<file path="src/rtl/cpwm_deadtime.sv">
module cpwm_deadtime #(
  parameter int DT_W = 8
) (
  input  logic            clk,
  input  logic            rst_n,
  input  logic            ref_i,
  input  logic [DT_W-1:0] dt_i,
  input  logic            master_en_i,
  input  logic            main_en_i,
  input  logic            comp_en_i,
  input  logic            main_pol_i,
  input  logic            comp_pol_i,
  input  logic            run_off_i,
  input  logic            idle_off_i,
  input  logic            main_idle_i,
  input  logic            comp_idle_i,
  output logic            main_o,
  output logic            comp_o,
  output logic            main_oe_o,
  output logic            comp_oe_o,
  output logic            live_o
);

  logic            both_en;
  logic [1:0]      want, want_q, act;
  logic [DT_W-1:0] eff_dt, cnt;
  logic            changed;

  assign both_en = main_en_i & comp_en_i;

  assign want[1] = master_en_i ? (main_en_i & ref_i)  : main_idle_i;
  assign want[0] = master_en_i ? (comp_en_i & ~ref_i) : (comp_idle_i & ~main_idle_i);

  assign eff_dt  = (master_en_i & ~both_en) ? '0 : dt_i;
  assign changed = (want != want_q);

  always_ff @(posedge clk or negedge rst_n) begin
    if (!rst_n) begin
      want_q    <= '0;
      act       <= '0;
      cnt       <= '0;
      live_o    <= 1'b0;
      main_oe_o <= 1'b0;
      comp_oe_o <= 1'b0;
    end else begin
      live_o    <= master_en_i;
      main_oe_o <= master_en_i ? (main_en_i | run_off_i) : idle_off_i;
      comp_oe_o <= master_en_i ? (comp_en_i | run_off_i) : idle_off_i;
      want_q    <= want;
      if (changed) begin
        cnt <= eff_dt;
        act <= (eff_dt == '0) ? want : (act & want);
      end else if (cnt > 1) begin
        cnt <= cnt - 1'b1;
      end else begin
        cnt <= '0;
        act <= want_q;
      end
    end
  end

  assign main_o = act[1] ^ main_pol_i;
  assign comp_o = act[0] ^ comp_pol_i;

  AST_NO_OVERLAP: assert property (@(posedge clk) disable iff (!rst_n)
    !(act[1] && act[0]));

  AST_ON_AFTER_COUNT: assert property (@(posedge clk) disable iff (!rst_n)
    ($rose(act[1]) || $rose(act[0])) |-> (cnt == '0));

  AST_OFF_AT_ONCE: assert property (@(posedge clk) disable iff (!rst_n)
    (!want[1]) |=> !act[1]);

  AST_RUN_OE: assert property (@(posedge clk) disable iff (!rst_n)
    (master_en_i && run_off_i) |=> (main_oe_o && comp_oe_o));

  AST_IDLE_OE: assert property (@(posedge clk) disable iff (!rst_n)
    !master_en_i |=> (main_oe_o == idle_off_i) || !$stable(idle_off_i));

  AST_LIVE: assert property (@(posedge clk) disable iff (!rst_n)
    master_en_i |=> live_o);

endmodule

</file>
<file path="config.mk">
export PLATFORM = sky130hd
export DESIGN_NAME = cpwm_deadtime
export DESIGN_NICKNAME = d
export VERILOG_FILES = /design/src/rtl/cpwm_deadtime.sv
export SDC_FILE = /design/constraint.sdc
export NUM_CORES = 1
export LEC_CHECK = 0
export BUFFER_PORTS_ARGS = -buffer_cell sky130_fd_sc_hd__buf_2
export CORE_ASPECT_RATIO = 1.4
export CORE_MARGIN = 5
export CORE_UTILIZATION = 44
export CTS_CLUSTER_SIZE = 20
export DETAILED_ROUTE_END_ITERATION = 16
export GPL_TIMING_DRIVEN = 0
export PLACE_DENSITY = 0.8
export SLEW_MARGIN = 10
export SYNTH_ARGS = -nofsm -noshare
export SYNTH_HDL_FRONTEND = slang
export SYNTH_SLANG_ARGS = --single-unit
</file>
<file path="constraint.sdc">
create_clock -name clk -period 1.75 [get_ports clk]
set_input_delay 0.35 -clock clk [delete_from_list [all_inputs] [get_ports clk]]
set_output_delay 0.35 -clock clk [all_outputs]
set_load 0.01 [all_outputs]
</file>
# Yosys cells after proc, flatten, opt, wreduce, memory -nomap -nowiden
# Cells that the tools add are included.
[totals] in_bits=20 wordCells=34 regBits=15 out_inout_bits=5
[classes] magnitude_cmp=1 muxes=10 reduce_logical=1 n_bitwise=13 eq_ne=2 add_sub_neg=1
[op_table] operator="$mux W8" n=3
[op_table] operator="$gt A8 B1 Y1 const B" n=1
[op_table] operator="$logic_not A8 Y1" n=1
[op_table] operator="$sub A8 B1 Y8 const B" n=1
[op_table] operator="$mux W2" n=3
[op_table] operator="$and A1 B1 Y1" n=5
[op_table] operator="$mux W1" n=4
[op_table] operator="$not A1 Y1" n=3
[op_table] operator="$and A2 B2 Y2" n=1
[op_table] operator="$ne A2 B2 Y1" n=1
[op_table] operator="$ne A2 B2 Y1 const B" n=1
[op_table] operator="$or A1 B1 Y1" n=2
[op_table] operator="$xor A1 B1 Y1" n=2

# Depth between registers and ports, before layout
[logic_depth] word_depth=7 depth_mapped=7 mapped_depth_nobuf=6

# Worst setup path after synthesis
# Ideal clock, no wire load.
[synth_timing] path_type="input-to-reg" from="input main_idle_i" to="register act[1]" path_buffers=1 required_time_ns=1.656 arrival_time_ns=1.600 slack_ns=0.056 setup_ns=0.094 cell_stages=6 cell_sequence="nor2b_1 a31oi_2 xnor2_1 or3_1 buf_6 a221oi_2"
[synth_between] elab_chain_len=5 elab_cells_between_ends=9 classes_between="2 x eq/ne; 4 x mux; 3 x bitwise"
[synth_rtl] item="start: declaration" line="15" rtl="input logic main_idle_i,"
[synth_rtl] item="$not A1 Y1" line="32" rtl="assign want[0] = master_en_i ? (comp_en_i & ~ref_i) : (comp_idle_i & ~main_idle_i);"
[synth_rtl] item="$and A1 B1 Y1" line="32"
[synth_rtl] item="$mux W1" line="32"
[synth_rtl] item="$ne A2 B2 Y1" line="35" rtl="assign changed = (want != want_q);"
[synth_rtl] item="$ne A2 B2 Y1 (no source line) or $mux W2 (tied branches)"
[synth_rtl] item="end signal: assignment" line="52" rtl="act <= (eff_dt == '0) ? want : (act & want);"
[synth_rtl] item="end signal: assignment" line="57" rtl="act <= want_q;"
[synth_rtl] item="end: declaration" line="25" rtl="logic [1:0] want, want_q, act;"
# Several ways; a longest one is shown, not always the timed one.
# A chain may end at the register's enable or synchronous reset.

# Worst setup path in the final report
[layout_timing] from="register cnt[4]" to="register act[0]"
[layout_between] elab_chain_len=2
[layout_rtl] item="start: declaration" line="26" rtl="logic [DT_W-1:0] eff_dt, cnt;"
[layout_rtl] item="start signal: assignment" line="51" rtl="cnt <= eff_dt;"
[layout_rtl] item="start signal: assignment" line="54" rtl="cnt <= cnt - 1'b1;"
[layout_rtl] item="$gt A8 B1 Y1" line="53" rtl="end else if (cnt > 1) begin"
[layout_rtl] item="$ne A2 B2 Y1 (no source line)"
# No other way between the ends.

==> impl_metrics.yaml <==
logic_synthesis:
  yosys.area_share.simple: 0.134
  yosysTopAreaCell: "dfrtp_1"
  synth_xor_area_frac: 0.130
  synth.top_cell.area_share: 0.463
  synth_mux_area_frac: 0
  synth_top_family_by_area: "compound AO/OA/AOI/OAI gates"
  synth_fp_nets: 95
  yosysSeqAreaShare: 0.463
  ys_warn_count: 0
  synth_compound_area_frac: 0.201
  ys_ff_latch: 15
  syn_avg_cell_area_um2: 11.1
  synth_adder_area_share: 0.0309
  syn_inst: 73
  yosys-top-cells-area: "dfrtp_1, o2bb2ai_1, xnor2_1"
  netlist_area_um2: 811
  synth_cell_types: 24
worst_setup_path:
  r2r_end: "act[0]"
  slowest_delay_ns: 0.57
  crit_path_end_kind: "register"
  start_kind: "register"
  slowest_stage: "or4_4"
  r2r_start: "cnt[4]"
  reg2reg_slack_ns: -0.06
  critPathMaxFanout: 5
  cp_cell_sequence: "or4_4 > nor4_4 > or3_4 > buf_6 > a211oi_1"
  critPathKind: "reg2reg"
  cp.arrival_ns: 1.97
  crit_required_ns: 1.91
  reg2reg_depth: 5
power:
  leakage_nw: 0.504
  irDropWorstVdd_v: 0.000673
  powerDensity_nw_per_um2: 1180
  total_power_mw: 1.33
detailed_routing:
  drc: 0
  first_pass_iters: 4
  vias: 744
  drtIter0Drc: 13
  avgViaCountPerCell: 5.72
  wl_mm: 2.18
  wl_per_cell_um: 16.8
  ant_nets: 0
timing:
  tns_ns: -0.534
  worst_hold_slack_ns: 0.266
  post-route-period-util: 1.04
  slew_viol_final: 0
  fmax_ghz: 0.551
  rsz0062_at_grt: "true"
  slew_headroom: 0.690
  finalWorstSetupSlack_ns: -0.0637
  clock_skew_ns: 0.00444
  post-route-min-period_ns: 1.81
  setup_viol: 10
  finalHoldViolCount: 0
  tightest_slew_ns: 0.465
clocking:
  cts_root_buf: "clkbuf_4"
  cts_max_level: 1
  clk-insertion-delay-late_ns: 0.28
  cts.sinks: 15
  cts_max_path_buffers: 2
  clk_pin_slew_ns: 0.10
  cts_tree: "built"
  cts_buffers: 3
die:
  pin_count: 25
  core_um2: 1760
  initial_core_util: 0.462
  dieArea_um2: 2810
  row_count: 18
  fp.dieW_um: 46.3
  die_h_um: 60.8
outcome:
  status: "finished with violations"
  violations: "setup timing"
run:
  cap_violations: 0
min_path:
  min_from: "master_en_i"
  hold_end: "live_o"
  hold_class: "in2reg"
  min_path_cells: 1
global_route:
  first_global_vias: 738
  grt_max_degree: 16
  grt_antenna_before_repair: 0
  overflow: 0
  grt_usage: 0.157
  grt_pass1_wl_mm: 3.17
placed_design:
  hpwl_mm: 1.39
  place_ws_ns: -0.204
  place_congestion: 0.805
  io_buffers: 24
cells_and_area:
  final_common_cell: "buf_2"
  nets: 133
  utilization: 0.640
  drive_gt1_frac: 0.436
  final_cell_mix: "buf_2, dfrtp_1, xnor2_1, o2bb2ai_1, buf_4"
  area_growth_pct: 38.6
  antenna_cells: 0
registers in the layout, summed over array words and instances (netlist names):
name       flops
act            2
cnt            8
comp_oe_o      1
live_o         1
main_oe_o      1
want_q         2
cells in the mapped netlist:
| cell | count |
|---|---|
| ha_1 | 2 |
| a211oi_1 | 2 |
| xor2_1 | 5 |
| xnor2_1 | 7 |
| a21boi_0 | 1 |
| buf_6 | 1 |
| nor3b_1 | 1 |
| nor3_1 | 1 |
| nand2_1 | 2 |
| o22a_1 | 2 |
| o2bb2ai_1 | 8 |
| inv_1 | 6 |
| a221oi_2 | 1 |
| a31oi_2 | 2 |
| a21o_1 | 1 |
| or3_1 | 1 |
| or4_1 | 1 |
| or2b_1 | 1 |
| nor2b_1 | 1 |
| nor4_1 | 6 |
| a21oi_1 | 1 |
| nor4b_1 | 1 |
| dfrtp_1 | 15 |
| nor2_1 | 4 |
final cells by class:
class | instances | area, um2
plain buffers | 1 | 11.3
clock buffers | 3 | 22.5
clock inverters | 1 | 5.00
fillers | 150 | 633
inverters | 6 | 22.5
multi-input cells | 51 | 468
flip-flops and latches | 15 | 375
well taps | 20 | 25.0
repair buffers | 33 | 194
worst max-delay path: cells and delay by family (launching register included):
family | cells | cell delay [ns]
simple gates | 3 | 1.09
flops | 1 | 0.41
buf+inv | 1 | 0.12
compound gates | 1 | 0.07
worst max path at each step:
| stage | cells past startpoint | slack, ns | from | to |
|---|---|---|---|---|
| 6_report | 5 | -0.06 | cnt[4] | act[0] |
| 5_1_grt | 5 | -0.08 | cnt[2] | cnt[3] |
| 4_1_cts | 5 | 0.01 | cnt[5] | act[0] |
| 3_5_place_dp | 6 | -0.20 | master_en_i | cnt[5] |
| 3_3_place_gp | 7 | -0.17 | master_en_i | act[1] |
| 2_1_floorplan | 6 | 0.06 | main_idle_i | act[1] |
per-stage QoR:
step / instance area, um2 / instances
after global placement: 956 / 117
after floorplan: 811 / 73
after global routing: 1120 / 130
after CTS: 1030 / 125
after detailed placement: 956 / 117
final: 1120 / 130
routing by layer:
layer / vias up / routed length, um / global-route usage
met5: - / 0 / 0
met4: 0 / 41 / 0.0488
met3: 4 / 84 / 0.0267
met2: 22 / 1270 / 0.307
met1: 374 / 781 / 0.161
li1: 344 / - / -
power breakdown:
| group | total (mW) | switching, mW | internal [mW] |
|---|---|---|---|
| clock | 0.201 | 0.116 | 0.0847 |
| combinational | 0.624 | 0.303 | 0.321 |
| sequential | 0.503 | 0.0780 | 0.425 |
| total | 1.33 | 0.497 | 0.830 |
what timing repair did:
| action | in CTS | in global routing |
|---|---|---|
| gates resized for setup | 3 | 11 |
| setup endpoints to repair | 10 | 10 |
| pin swaps | 0 | 5 |
| hold buffers | 1 | 0 |
| cloned | 0 | 1 |
| endpoints found under the hold margin | 15 | 0 |
| setup buffers | 3 | 4 |
cells by family after synthesis:
family | count (synthesis)
AOI/OAI and AO/OA | 18
buffers and inverters | 7
and+or+nand+nor | 19
adders and majority gates | 2
xor gates and xnor gates | 12
DFF | 15
Power figures use the tool's default switching activity.
